<file path="src/rtl/can_bs_pkg.sv">
package can_bs_pkg;

  typedef enum logic [0:0] {
    BS_IDLE    = 1'b0,
    BS_COLLECT = 1'b1
  } bs_state_e;

  // Width below two clocks cannot hold a sample point inside the bit.
  function automatic int unsigned eff_width(input int unsigned raw);
    return (raw < 2) ? 2 : raw;
  endfunction

  // Sample-point offset in clocks: truncated percentage, kept inside the bit.
  function automatic int unsigned sp_offset(input int unsigned w, input int unsigned pct);
    int unsigned p;
    int unsigned o;
    p = (pct > 100) ? 100 : pct;
    o = (w * p) / 100;
    if (o < 1) o = 1;
    if (o > w - 1) o = w - 1;
    return o;
  endfunction

  // Clocks after the anchor at which the bit 'delta' positions later is due.
  function automatic int unsigned due_clock(input int unsigned w, input int unsigned delta,
                                            input int unsigned off);
    return w * delta + off;
  endfunction

endpackage

</file>
<file path="src/rtl/can_bs_cfg.sv">
module can_bs_cfg #(
  parameter int BW_W  = 12,
  parameter int PCT_W = 7
) (
  input  logic             clk,
  input  logic             rst_n,
  input  logic             load_i,
  input  logic [BW_W-1:0]  bit_clks_i,
  input  logic [PCT_W-1:0] sp_pct_i,
  output logic [BW_W-1:0]  width_o,
  output logic [BW_W-1:0]  offset_o
);
  import can_bs_pkg::*;

  logic [BW_W-1:0] width_n;
  logic [BW_W-1:0] offset_n;

  always_comb begin
    width_n  = BW_W'(eff_width(32'(bit_clks_i)));
    offset_n = BW_W'(sp_offset(32'(width_n), 32'(sp_pct_i)));
  end

  always_ff @(posedge clk) begin
    if (!rst_n) begin
      width_o  <= BW_W'(2);
      offset_o <= BW_W'(1);
    end else if (load_i) begin
      width_o  <= width_n;
      offset_o <= offset_n;
    end
  end
endmodule

</file>
<file path="src/rtl/can_bs_edge.sv">
module can_bs_edge (
  input  logic clk,
  input  logic rst_n,
  input  logic rx_i,
  output logic fall_o
);
  logic rx_prev_q;

  always_ff @(posedge clk) begin
    if (!rst_n) rx_prev_q <= 1'b1;
    else        rx_prev_q <= rx_i;
  end

  assign fall_o = rx_prev_q & ~rx_i;
endmodule

</file>
<file path="src/rtl/can_bs_timer.sv">
module can_bs_timer #(
  parameter int BW_W  = 12,
  parameter int IDX_W = 10
) (
  input  logic             clk,
  input  logic             rst_n,
  input  logic             start_i,
  input  logic             collect_i,
  input  logic             fall_i,
  input  logic [BW_W-1:0]  width_i,
  input  logic [BW_W-1:0]  offset_i,
  output logic             fire_o,
  output logic [IDX_W-1:0] idx_o
);
  import can_bs_pkg::*;

  localparam int CNT_W = BW_W + IDX_W;
  localparam logic [CNT_W-1:0] CNT_MAX = '1;

  logic [CNT_W-1:0] elapsed_q;
  logic [IDX_W-1:0] idx_q;
  logic [IDX_W-1:0] anchor_q;
  logic [IDX_W-1:0] delta;
  int unsigned      due;

  always_comb begin
    delta  = idx_q - anchor_q;
    due    = due_clock(32'(width_i), 32'(delta), 32'(offset_i));
    fire_o = collect_i && (32'(elapsed_q) == due);
  end

  always_ff @(posedge clk) begin
    if (!rst_n) begin
      elapsed_q <= '0;
      idx_q     <= '0;
      anchor_q  <= '0;
    end else if (start_i) begin
      elapsed_q <= CNT_W'(1);
      idx_q     <= '0;
      anchor_q  <= '0;
    end else if (collect_i) begin
      if (fire_o) idx_q <= idx_q + 1'b1;
      if (fall_i) begin
        elapsed_q <= CNT_W'(1);
        anchor_q  <= idx_q;
      end else if (elapsed_q != CNT_MAX) begin
        elapsed_q <= elapsed_q + 1'b1;
      end
    end
  end

  assign idx_o = idx_q;
endmodule

</file>
<file path="src/rtl/can_bit_sampler.sv">
module can_bit_sampler #(
  parameter int BW_W  = 12,
  parameter int PCT_W = 7,
  parameter int IDX_W = 10
) (
  input  logic             clk,
  input  logic             rst_n,
  input  logic             rx_in,
  input  logic [BW_W-1:0]  bit_clks,
  input  logic [PCT_W-1:0] sp_pct,
  input  logic             frame_end,
  output logic             bit_valid,
  output logic             bit_value,
  output logic [IDX_W-1:0] raw_bit_index
);
  import can_bs_pkg::*;

  bs_state_e        state_q;
  logic             in_idle;
  logic             sof_event;
  logic             fall_raw;
  logic             fall_event;
  logic             sample_fire;
  logic [IDX_W-1:0] idx_now;
  logic [BW_W-1:0]  width_q;
  logic [BW_W-1:0]  offset_q;

  assign in_idle    = (state_q == BS_IDLE);
  assign sof_event  = in_idle & ~rx_in;
  assign fall_event = ~in_idle & fall_raw;

  can_bs_cfg #(.BW_W(BW_W), .PCT_W(PCT_W)) u_cfg (
    .clk(clk), .rst_n(rst_n), .load_i(sof_event),
    .bit_clks_i(bit_clks), .sp_pct_i(sp_pct),
    .width_o(width_q), .offset_o(offset_q)
  );

  can_bs_edge u_edge (
    .clk(clk), .rst_n(rst_n), .rx_i(rx_in), .fall_o(fall_raw)
  );

  can_bs_timer #(.BW_W(BW_W), .IDX_W(IDX_W)) u_timer (
    .clk(clk), .rst_n(rst_n), .start_i(sof_event), .collect_i(~in_idle),
    .fall_i(fall_event), .width_i(width_q), .offset_i(offset_q),
    .fire_o(sample_fire), .idx_o(idx_now)
  );

  always_ff @(posedge clk) begin
    if (!rst_n) begin
      state_q <= BS_IDLE;
    end else begin
      unique case (state_q)
        BS_IDLE:    if (!rx_in)    state_q <= BS_COLLECT;
        BS_COLLECT: if (frame_end) state_q <= BS_IDLE;
        default:                   state_q <= BS_IDLE;
      endcase
    end
  end

  always_ff @(posedge clk) begin
    if (!rst_n) begin
      bit_valid     <= 1'b0;
      bit_value     <= 1'b1;
      raw_bit_index <= '0;
    end else begin
      bit_valid <= sample_fire & ~frame_end;
      if (sample_fire & ~frame_end) begin
        bit_value     <= rx_in;
        raw_bit_index <= idx_now;
      end
    end
  end
endmodule

</file>
<file path="config.mk">
export PLATFORM = sky130hd
export DESIGN_NAME = can_bit_sampler
export DESIGN_NICKNAME = d
export VERILOG_FILES = /design/src/rtl/can_bs_pkg.sv /design/src/rtl/can_bs_cfg.sv /design/src/rtl/can_bs_edge.sv /design/src/rtl/can_bs_timer.sv /design/src/rtl/can_bit_sampler.sv
export SDC_FILE = /design/constraint.sdc
export NUM_CORES = 1
export LEC_CHECK = 0
export CAP_MARGIN = 20
export CORE_MARGIN = 2
export CORE_UTILIZATION = 61
export DETAILED_ROUTE_END_ITERATION = 7
export DONT_BUFFER_PORTS = 1
export HOLD_SLACK_MARGIN = 0.02
export PLACE_DENSITY = 0.8
export SYNTH_ARGS = -nofsm -noshare
export SYNTH_HDL_FRONTEND = slang
export SYNTH_SLANG_ARGS = --single-unit
</file>
<file path="constraint.sdc">
create_clock -name clk -period 18.3 [get_ports clk]
set_clock_uncertainty 0.1 [all_clocks]
set_input_delay 2.745 -clock clk [delete_from_list [all_inputs] [get_ports clk]]
set_output_delay 2.745 -clock clk [all_outputs]
set_load 0.1 [all_outputs]
</file>
# Word-level counts from Yosys, hierarchy flattened
# Index checks and enable logic that the tools add are counted.
dict set report word_totals {
  in_bits 23
  out_inout_bits 12
  register_bits 80
}
dict set report classes {
  add_sub_neg 5
  n_eq_ne 2
  mux 11
  div_mod_pow 1
  bitwise_logic 8
  magnitude_cmp 4
  n_reduce_logical 9
  n_mul 2
}
# op n
set op_table {}
lappend op_table {{$mux 22} 2}
lappend op_table {{$div 32x7->32 const B} 1}
lappend op_table {{$gt 32x32->1} 1}
lappend op_table {{$lt 32x1->1 const B} 1}
lappend op_table {{$mul 12x32->32} 1}
lappend op_table {{$mux 32} 1}
lappend op_table {{$mux 12} 2}
lappend op_table {{$add 22x12->23} 1}
lappend op_table {{$eq 22x23->1} 1}
lappend op_table {{$add 22x1->22 const B} 1}
lappend op_table {{$mul 12x10->22} 1}
lappend op_table {{$ne 22x22->1 const B} 1}
lappend op_table {{$sub 12x1->13 const B} 1}
lappend op_table {{$lt 12x2->1 const B} 1}
lappend op_table {{$add 10x1->10 const B} 1}
lappend op_table {{$sub 10x10->10} 1}
lappend op_table {{$reduce_and 2->1} 4}
lappend op_table {{$gt 7x7->1 const B} 1}
lappend op_table {{$mux 7} 1}
lappend op_table {{$and 1x1->1} 4}
lappend op_table {{$mux 1} 4}
lappend op_table {{$not 1->1} 4}
lappend op_table {{$reduce_bool 2->1} 2}
lappend op_table {{$reduce_bool 3->1} 1}
lappend op_table {{other kinds (3)} 3}

# Logic depth before layout (Yosys ltp)
# Gate-level depths: netlist (run 1).
dict set report logic_depth {
  ltp_word 8
  depth_mapped 79
  mapped_depth_nobuf 72
}

# Modules after synthesis
# From an unflattened synthesis (run 1), not the netlist that was laid out.
dict set report hier_totals {
  cells_unflattened 1947
  hier_area_um2 15636.2
}
# mod cells_per_inst seq_area_each_um2 area_each_um2 instances
set by_module_without_submodules {}
lappend by_module_without_submodules {can_bs_cfg 995 480.5 7634.8 1}
lappend by_module_without_submodules {can_bs_timer 894 840.8 7437.1 1}
lappend by_module_without_submodules {can_bit_sampler 55 260.2 531.8 1}
lappend by_module_without_submodules {can_bs_edge 3 20.0 32.5 1}

# Worst setup path before layout (run 1)
# OpenSTA, ideal clock, no wires.
dict set report synth_timing {
  path_kind {in2reg}
  from {input port bit_clks[8]}
  to {register u_cfg.offset_o[2]}
  setup_ns 0.065
  arrival_ns 17.643
  slack_ns 0.492
  stages 72
  t_required_ns 18.135
  n_path_buf 5
  path_cell_list {or4_1 > or4_1 > nand2b_1 > nand2_1 > fa_1 > fa_1 > inv_1 > fa_1 > inv_1 > fa_1 > inv_1 > ha_1 > and2_1 > a221oi_2 > a21o_2 > nand2_1 > o311a_1 > buf_2 > [... 36 more ...] > o21a_1 > o21ai_0 > nand2b_1 > a21oi_1 > nor2b_1 > o21ai_0 > nand2b_1 > a21oi_1 > o21ai_0 > a21o_1 > a21oi_1 > nor2_1 > o21ai_0 > clkinv_1 > a21oi_1 > o21a_1 > a21oi_1 > nor2_1}
}
dict set report synth_via {
  elab_chain_cells 8
  elab_cells_between_ends 9
}
# item line_no
set synth_lines {}
lappend synth_lines {{start: declaration} can_bit_sampler.sv:9} ;# input logic [BW_W-1:0] bit_clks,
lappend synth_lines {{$lt 12x2->1} can_bs_pkg.sv:10} ;# return (raw < 2) ? 2 : raw;
lappend synth_lines {{$mux 12 (*)} can_bs_pkg.sv:10}
lappend synth_lines {{$mul 12x32->32} can_bs_pkg.sv:18} ;# o = (w * p) / 100;
lappend synth_lines {{$div 32x7->32} can_bs_pkg.sv:18}
lappend synth_lines {{$lt 32x1->1} can_bs_pkg.sv:19} ;# if (o < 1) o = 1;
lappend synth_lines {{$mux 32} can_bs_pkg.sv:19}
lappend synth_lines {{$gt 32x32->1} can_bs_pkg.sv:20} ;# if (o > w - 1) o = w - 1;
lappend synth_lines {{$mux 12 (*)} can_bs_pkg.sv:20}
lappend synth_lines {{end signal: assignment} can_bs_cfg.sv:29} ;# offset_o <= offset_n;
lappend synth_lines {{end: declaration} can_bs_cfg.sv:11} ;# output logic [BW_W-1:0] offset_o
# Mark *: on every way between the ends. The rest lies on a longest branch, timed or not.
# A chain may end at the register's enable or synchronous reset.

# Final worst setup path (run 1)
dict set report layout_timing {
  from {input port bit_clks[8]}
  to {register u_cfg.offset_o[4]}
}
# The elaborated chain is that of the path after synthesis.

==> results.cfg, run 1 <==
[clock_tree]
clk_path_buf_depth = 2
cts.clk_slew.worst_paths_ns = 0.06
cts_tree = yes
ctsHoldBuffers = 0
cts_root_buf = clkbuf_16
cts-htree-levels = 3
cts.sinks = 80
cts_buffers = 9
clkLatencyLatePin_ns = 0.35

[finish]
multi_input_area_sq_um = 12970
register_area_sq_um = 1602
fin_nets = 2194
final_core_util_pct = 70.64
drive_gt1_share_pct = 16.22
stdcell_count = 2229
nFillCells = 1840
diodes = 0
area.growth.synth_to_final_pct = 14.18

[synthesis]
synth.avg_cell_area_sq_um = 8.125
yosysUniqueCellTypes = 115
synth_top_cell_area_share_pct = 18.87
synth_edf_count = 0
yosys_warnings = 0
synthTopCellsByArea = fa_1 19%, ha_1 11%, dfxtp_1 11%
syn_nets = 2135
synth_seq_cells = 80
seq_area_frac_synth_pct = 10.71
synth_area_sq_um = 14960
synth_common_cells = 203 x nand2_1, 196 x inv_1, 141 x fa_1
ys.flop_type = dfxtp_1
synthCells = 1841
synth_top_area_cell = fa_1
synthArstFlopShare_pct = 0
yosysMostFrequentCell = nand2_1

[grt]
grt.overflow.total = 0
grt_pass1_wl_microns = 64110
first_global_vias = 13200
antenna_found_initial = 0
grt_start_max_net_pins = 30
grt_use_total_pct = 29.87

[die]
io_pins = 35
start_util_pct = 61.87
die_w_microns = 160.6
dieArea_sq_um = 25790
core_area_sq_um = 24180
num_rows = 57
die_height_microns = 160.6

[route]
post-route-drc-count = 0
vias = 13840
drt_iter0_drc = 1168
routed_wirelength_microns = 39970
first_pass_iters = 5
avgRoutedWirePerCell_microns = 17.93
vias_per_cell = 6.207
drtAntennaViolNets = 0

[setup_path]
start_kind = input pin
worstPathRequired_ns = 18.48
crit_type = in2reg
end_kind = register
crit_path_max_fanout = 11
critPathBufInv = 11
crit_top_cell = buf_4
cp_slowest_cell = or4_4
path_delay_family = compound AO/OA/AOI/OAI gates
slowest_delay_ns = 0.59
cp.arrival_ns = 18.01

[placement]
io_buffers = 0
dp_hpwl_microns = 29710
post-place-ws_ns = -0.4515
gp_congestion = 0.9637
dp_cells = 2156

[timing]
fin_hold_ws_ns = 0.3561
worst_slack_ns = 0.4767
period_share_pct = 97.39
hold_viol_final = 0
fmax_ghz = 0.05611
slew_headroom_pct = 26.72
tightest_slew_ns = 1.091
slew_viol_final = 0
finalSetupViolations = 0
fin_crit_ns = 17.82

[flow_run]
max-cap-violations = 0

[worst_hold_path]
hold_class = reg2reg

[run_status]
outcome = completed
flip-flops by register name, summed over array words and instances (netlist names):
| register | count |
|---|---|
| u_edge.rx_prev_q | 1 |
| raw_bit_index | 10 |
| bit_value | 1 |
| bit_valid | 1 |
| u_timer.anchor_q | 10 |
| u_cfg.offset_o | 12 |
| u_timer.elapsed_q | 22 |
| u_cfg.width_o | 12 |
| u_timer.idx_o | 10 |
| state_q | 1 |
logic make-up (layout without fill, tap and decap cells):
| group | after synthesis | in the layout | share of synthesized area, % |
|---|---|---|---|
| fa+ha+maj | 273 | 273 | 29.88 |
| mux | 35 | 36 | 2.468 |
| compound gates | 387 | 388 | 19.16 |
| xor+xnor | 124 | 124 | 7.679 |
| buf+inv | 286 | 348 | 7.670 |
| simple gates | 656 | 656 | 22.44 |
| flops | 80 | 80 | 10.71 |
metal layers:
metal / global-route usage [%] / routed length (microns)
met3: 6.198 / 3181
met5: 0 / 0
met1: 39.00 / 16380
met2: 50.45 / 19290
met4: 8.108 / 1123
cell type report:
type | instances | area share [%]
repair inverters | 1 | 0.04396
clock inverters | 6 | 0.5348
multi-input cells | 1477 | 75.92
repair buffers | 132 | 6.000
inverters | 199 | 4.410
well taps | 324 | 2.374
clock buffers | 10 | 1.341
flip-flops and latches | 80 | 9.377
worst paths after layout:
kind	startpoint	slack (ns)	endpoint	cells after the start
worst max-delay path	bit_clks[8]	0.48	u_cfg.offset_o[4]	74
worst min-delay path	u_cfg.offset_o[4]	0.36	u_cfg.offset_o[4]	2
worst max register to register	u_timer.idx_o[0]	7.86	raw_bit_index[8]	42
worst min register to register	u_cfg.offset_o[4]	0.36	u_cfg.offset_o[4]	2
worst register-to-register path: cells and delay by family, from the launching register on:
family / cells / cell delay [ns]
flops: 1 / 0.42
simple gates: 6 / 1.32
fa+ha+maj: 7 / 3.21
mux: 1 / 0.22
xor+xnor: 2 / 0.95
buf+inv: 6 / 0.60
compound gates: 20 / 3.47
cells in the final DEF (no fill, tap or decap), types with 6 or more instances in the layout:
cell type	n
nand2_1	198
inv_1	195
fa_1	141
and2_1	129
ha_1	127
buf_4	122
nor2_1	103
a21oi_1	82
dfxtp_1	80
xnor2_1	67
a21o_1	52
xor2_1	50
o21ai_0	40
nand3_1	37
and3_1	25
nand2b_1	21
nand4_1	20
nor3_1	20
o21ai_1	20
mux2i_1	19
a21oi_2	15
nor2b_1	14
o211ai_1	13
or3_1	12
nor4_1	11
o21a_1	10
a211o_1	9
clkbuf_16	9
or2_1	8
o21ai_4	7
o21ai_2	7
a211oi_1	7
buf_6	7
mux2_4	6
stage by stage:
step,setup TNS [ns],cell area (sq um)
global route,-2.171,17080
detailed placement,-3.586,15550
floorplan,0,14960
finish,0,17080
CTS,0,15890
global placement,-0.003395,15550
repair_timing:
| action | in CTS | in global routing |
|---|---|---|
| endpoints found under the setup margin | 7 | 12 |
| hold endpoints to repair | 0 | 0 |
| cloned | 0 | 5 |
| gates resized for setup | 1 | 159 |
| buffers inserted | 2 | 50 |
| pin swaps | 1 | 79 |
Power of run 1 is left out: the tool's default activity adds up to more than one toggle a clock period on the data nets, which glitch-free logic cannot reach.
==> run 2, diff against run 1 <==
--- a/config.mk
+++ b/config.mk
@@ -14,4 +14,5 @@
 export PLACE_DENSITY = 0.8
 export SYNTH_ARGS = -nofsm -noshare
 export SYNTH_HDL_FRONTEND = slang
+export SYNTH_HIERARCHICAL = 1
 export SYNTH_SLANG_ARGS = --single-unit
==> results.cfg, run 2 <==
[die]
num_rows = 58
start_util_pct = 62.09
io_pins = 35
dieArea_sq_um = 26930
core_area_sq_um = 25180
die_w_microns = 164.1
die_height_microns = 164.1

[route]
avgRoutedWirePerCell_microns = 18.55
post-route-drc-count = 0
drt_iter0_drc = 1396
vias = 14160
drtAntennaViolNets = 0
first_pass_iters = 6
vias_per_cell = 6.357
routed_wirelength_microns = 41320

[timing]
tightest_slew_ns = 1.102
period_share_pct = 95.21
slew_viol_final = 0
finalSetupViolations = 0
hold_viol_final = 0
slew_headroom_pct = 25.98
rsz0062_at_grt = no
fin_setup_tns_ns = 0
fmax_ghz = 0.05739
fin_crit_ns = 17.42

[setup_path]
ff2ff_path_depth = 27
cp.arrival_ns = 17.62
crit_type = in2reg
worstPathRequired_ns = 18.49
crit_path_max_fanout = 22
start_kind = input pin
slowest_delay_ns = 0.58
rrSetupSlack_ns = 8.96
end_kind = register
cp_slowest_cell = or4_1

[finish]
top_regs = u_timer/elapsed_q (22), u_cfg/offset_o (12), u_cfg/width_o (12)
largest_reg_flops = 22
diodes = 0
largest_register = u_timer/elapsed_q
drive_gt1_share_pct = 6.378
area.growth.synth_to_final_pct = 3.033
nFillCells = 2112
final_common_cell = nand2_1
fin_nets = 2180
final_cell_mix = 213 x nand2_1, 207 x inv_1, 141 x fa_1

[synthesis]
synth_top_area_cell = fa_1
synth_common_cells = 213 x nand2_1, 207 x inv_1, 141 x fa_1
synth_top_cell_area_share_pct = 18.05
synthCells = 1947
synth_edf_count = 0
yosysMostFrequentCell = nand2_1
synthTopCellsByArea = fa_1 18%, dfxtp_1 10%, ha_1 9.9%
seq_area_frac_synth_pct = 10.24
syn_nets = 2235
yosys_warnings = 6
synth.avg_cell_area_sq_um = 8.031
yosysUniqueCellTypes = 127
synth_seq_cells = 80
synth_area_sq_um = 15640
synthArstFlopShare_pct = 0
ys.flop_type = dfxtp_1

[grt]
use_met1_pct = 44.40
grt_use_total_pct = 31.02
grt_start_max_net_pins = 52
grt.overflow.total = 0
antenna_found_initial = 0
first_global_vias = 13620
use_met3_pct = 3.611
grt_use_met2_pct = 49.73
grt_pass1_wl_microns = 67610
busiest_layer = met2

[run_status]
outcome = completed

[clock_tree]
cts_tree = yes
cts_root_buf = clkbuf_16
cts_buffers = 9
cts.sinks = 80
clk_path_buf_depth = 2
ctsResizeCount = 0
cts.clk_slew.worst_paths_ns = 0.07
post_cts_buffers = 0
clkLatencyLatePin_ns = 0.36
cts-htree-levels = 3
ctsHoldBuffers = 0

[worst_hold_path]
hold_depth = 2
hold_class = reg2reg

[placement]
dp_hpwl_microns = 32360
io_buffers = 0
gp_congestion = 0.9312

[flow_run]
max-cap-violations = 0
==> run 2: worst paths after layout <==
kind	start	to
max	bit_clks[8]	u_cfg/offset_o[4]
min	u_timer/anchor_q[2]	u_timer/anchor_q[2]
max reg2reg	u_timer/idx_o[0]	raw_bit_index[4]
min reg2reg	u_timer/anchor_q[2]	u_timer/anchor_q[2]
==> run 2: cell families after synthesis <==
logic type | Yosys count | synth area share [%]
and+or+nand+nor | 727 | 24.43
AOI/OAI and AO/OA | 444 | 21.35
buffers and inverters | 293 | 7.554
adders and majority gates | 269 | 28.24
xor gates and xnor gates | 91 | 5.265
DFF | 80 | 10.24
muxes | 43 | 2.921
==> run 2: final cells by class <==
type	instances	area, sq um	area share (%)
multi-input combinational	1574	12870	79.88
inverter	210	788.3	4.893
clock inverter	7	86.33	0.5359
clock buffer	9	225.2	1.398
tap	330	412.9	2.563
timing repair buffer	17	127.6	0.7922
sequential	80	1602	9.941
==> run 2: stage by stage <==
step           hold WS (ns)  area [sq um]  cells  util, %  setup slack [ns]
6_report             0.3583         16110   2227    63.98            0.8758
2_1_floorplan        0.3363         15640   1947        -             2.432
5_1_grt              0.3734         16110   2227    63.98           0.07880
3_3_place_gp         0.3438         15750   2204    62.53             1.226
4_1_cts              0.3590         16060   2220    63.77            0.9950
3_5_place_dp         0.3493         15750   2204    62.53            0.6527
==> run 2: critical path, delay by kind of cell <==
| family | cells | cell delay (ns) |
|---|---|---|
| AOI/OAI and AO/OA | 26 | 6.85 |
| and+or+nand+nor | 17 | 3.59 |
| xor gates and xnor gates | 1 | 0.17 |
| buffers and inverters | 5 | 0.80 |
| adders and majority gates | 7 | 2.97 |
| muxes | 2 | 0.47 |
==> run 2: per-layer routing <==
layer	share of wire (%)	wire, microns
met1	45	18480
met2	46	18880
met3	7.7	3169
met4	1.9	792
met5	0	0
Power of run 2 is left out for the same reason.
==> run 3, diff against run 2 <==
--- a/config.mk
+++ b/config.mk
@@ -12,6 +12,7 @@
 export DONT_BUFFER_PORTS = 1
 export HOLD_SLACK_MARGIN = 0.02
 export PLACE_DENSITY = 0.8
+export SKIP_CTS_REPAIR_TIMING = 1
 export SYNTH_ARGS = -nofsm -noshare
 export SYNTH_HDL_FRONTEND = slang
 export SYNTH_HIERARCHICAL = 1
==> results of run 3 <==
Final layout, timing and power as in run 2 (identical DEF).
Power of run 3 is left out for the same reason.
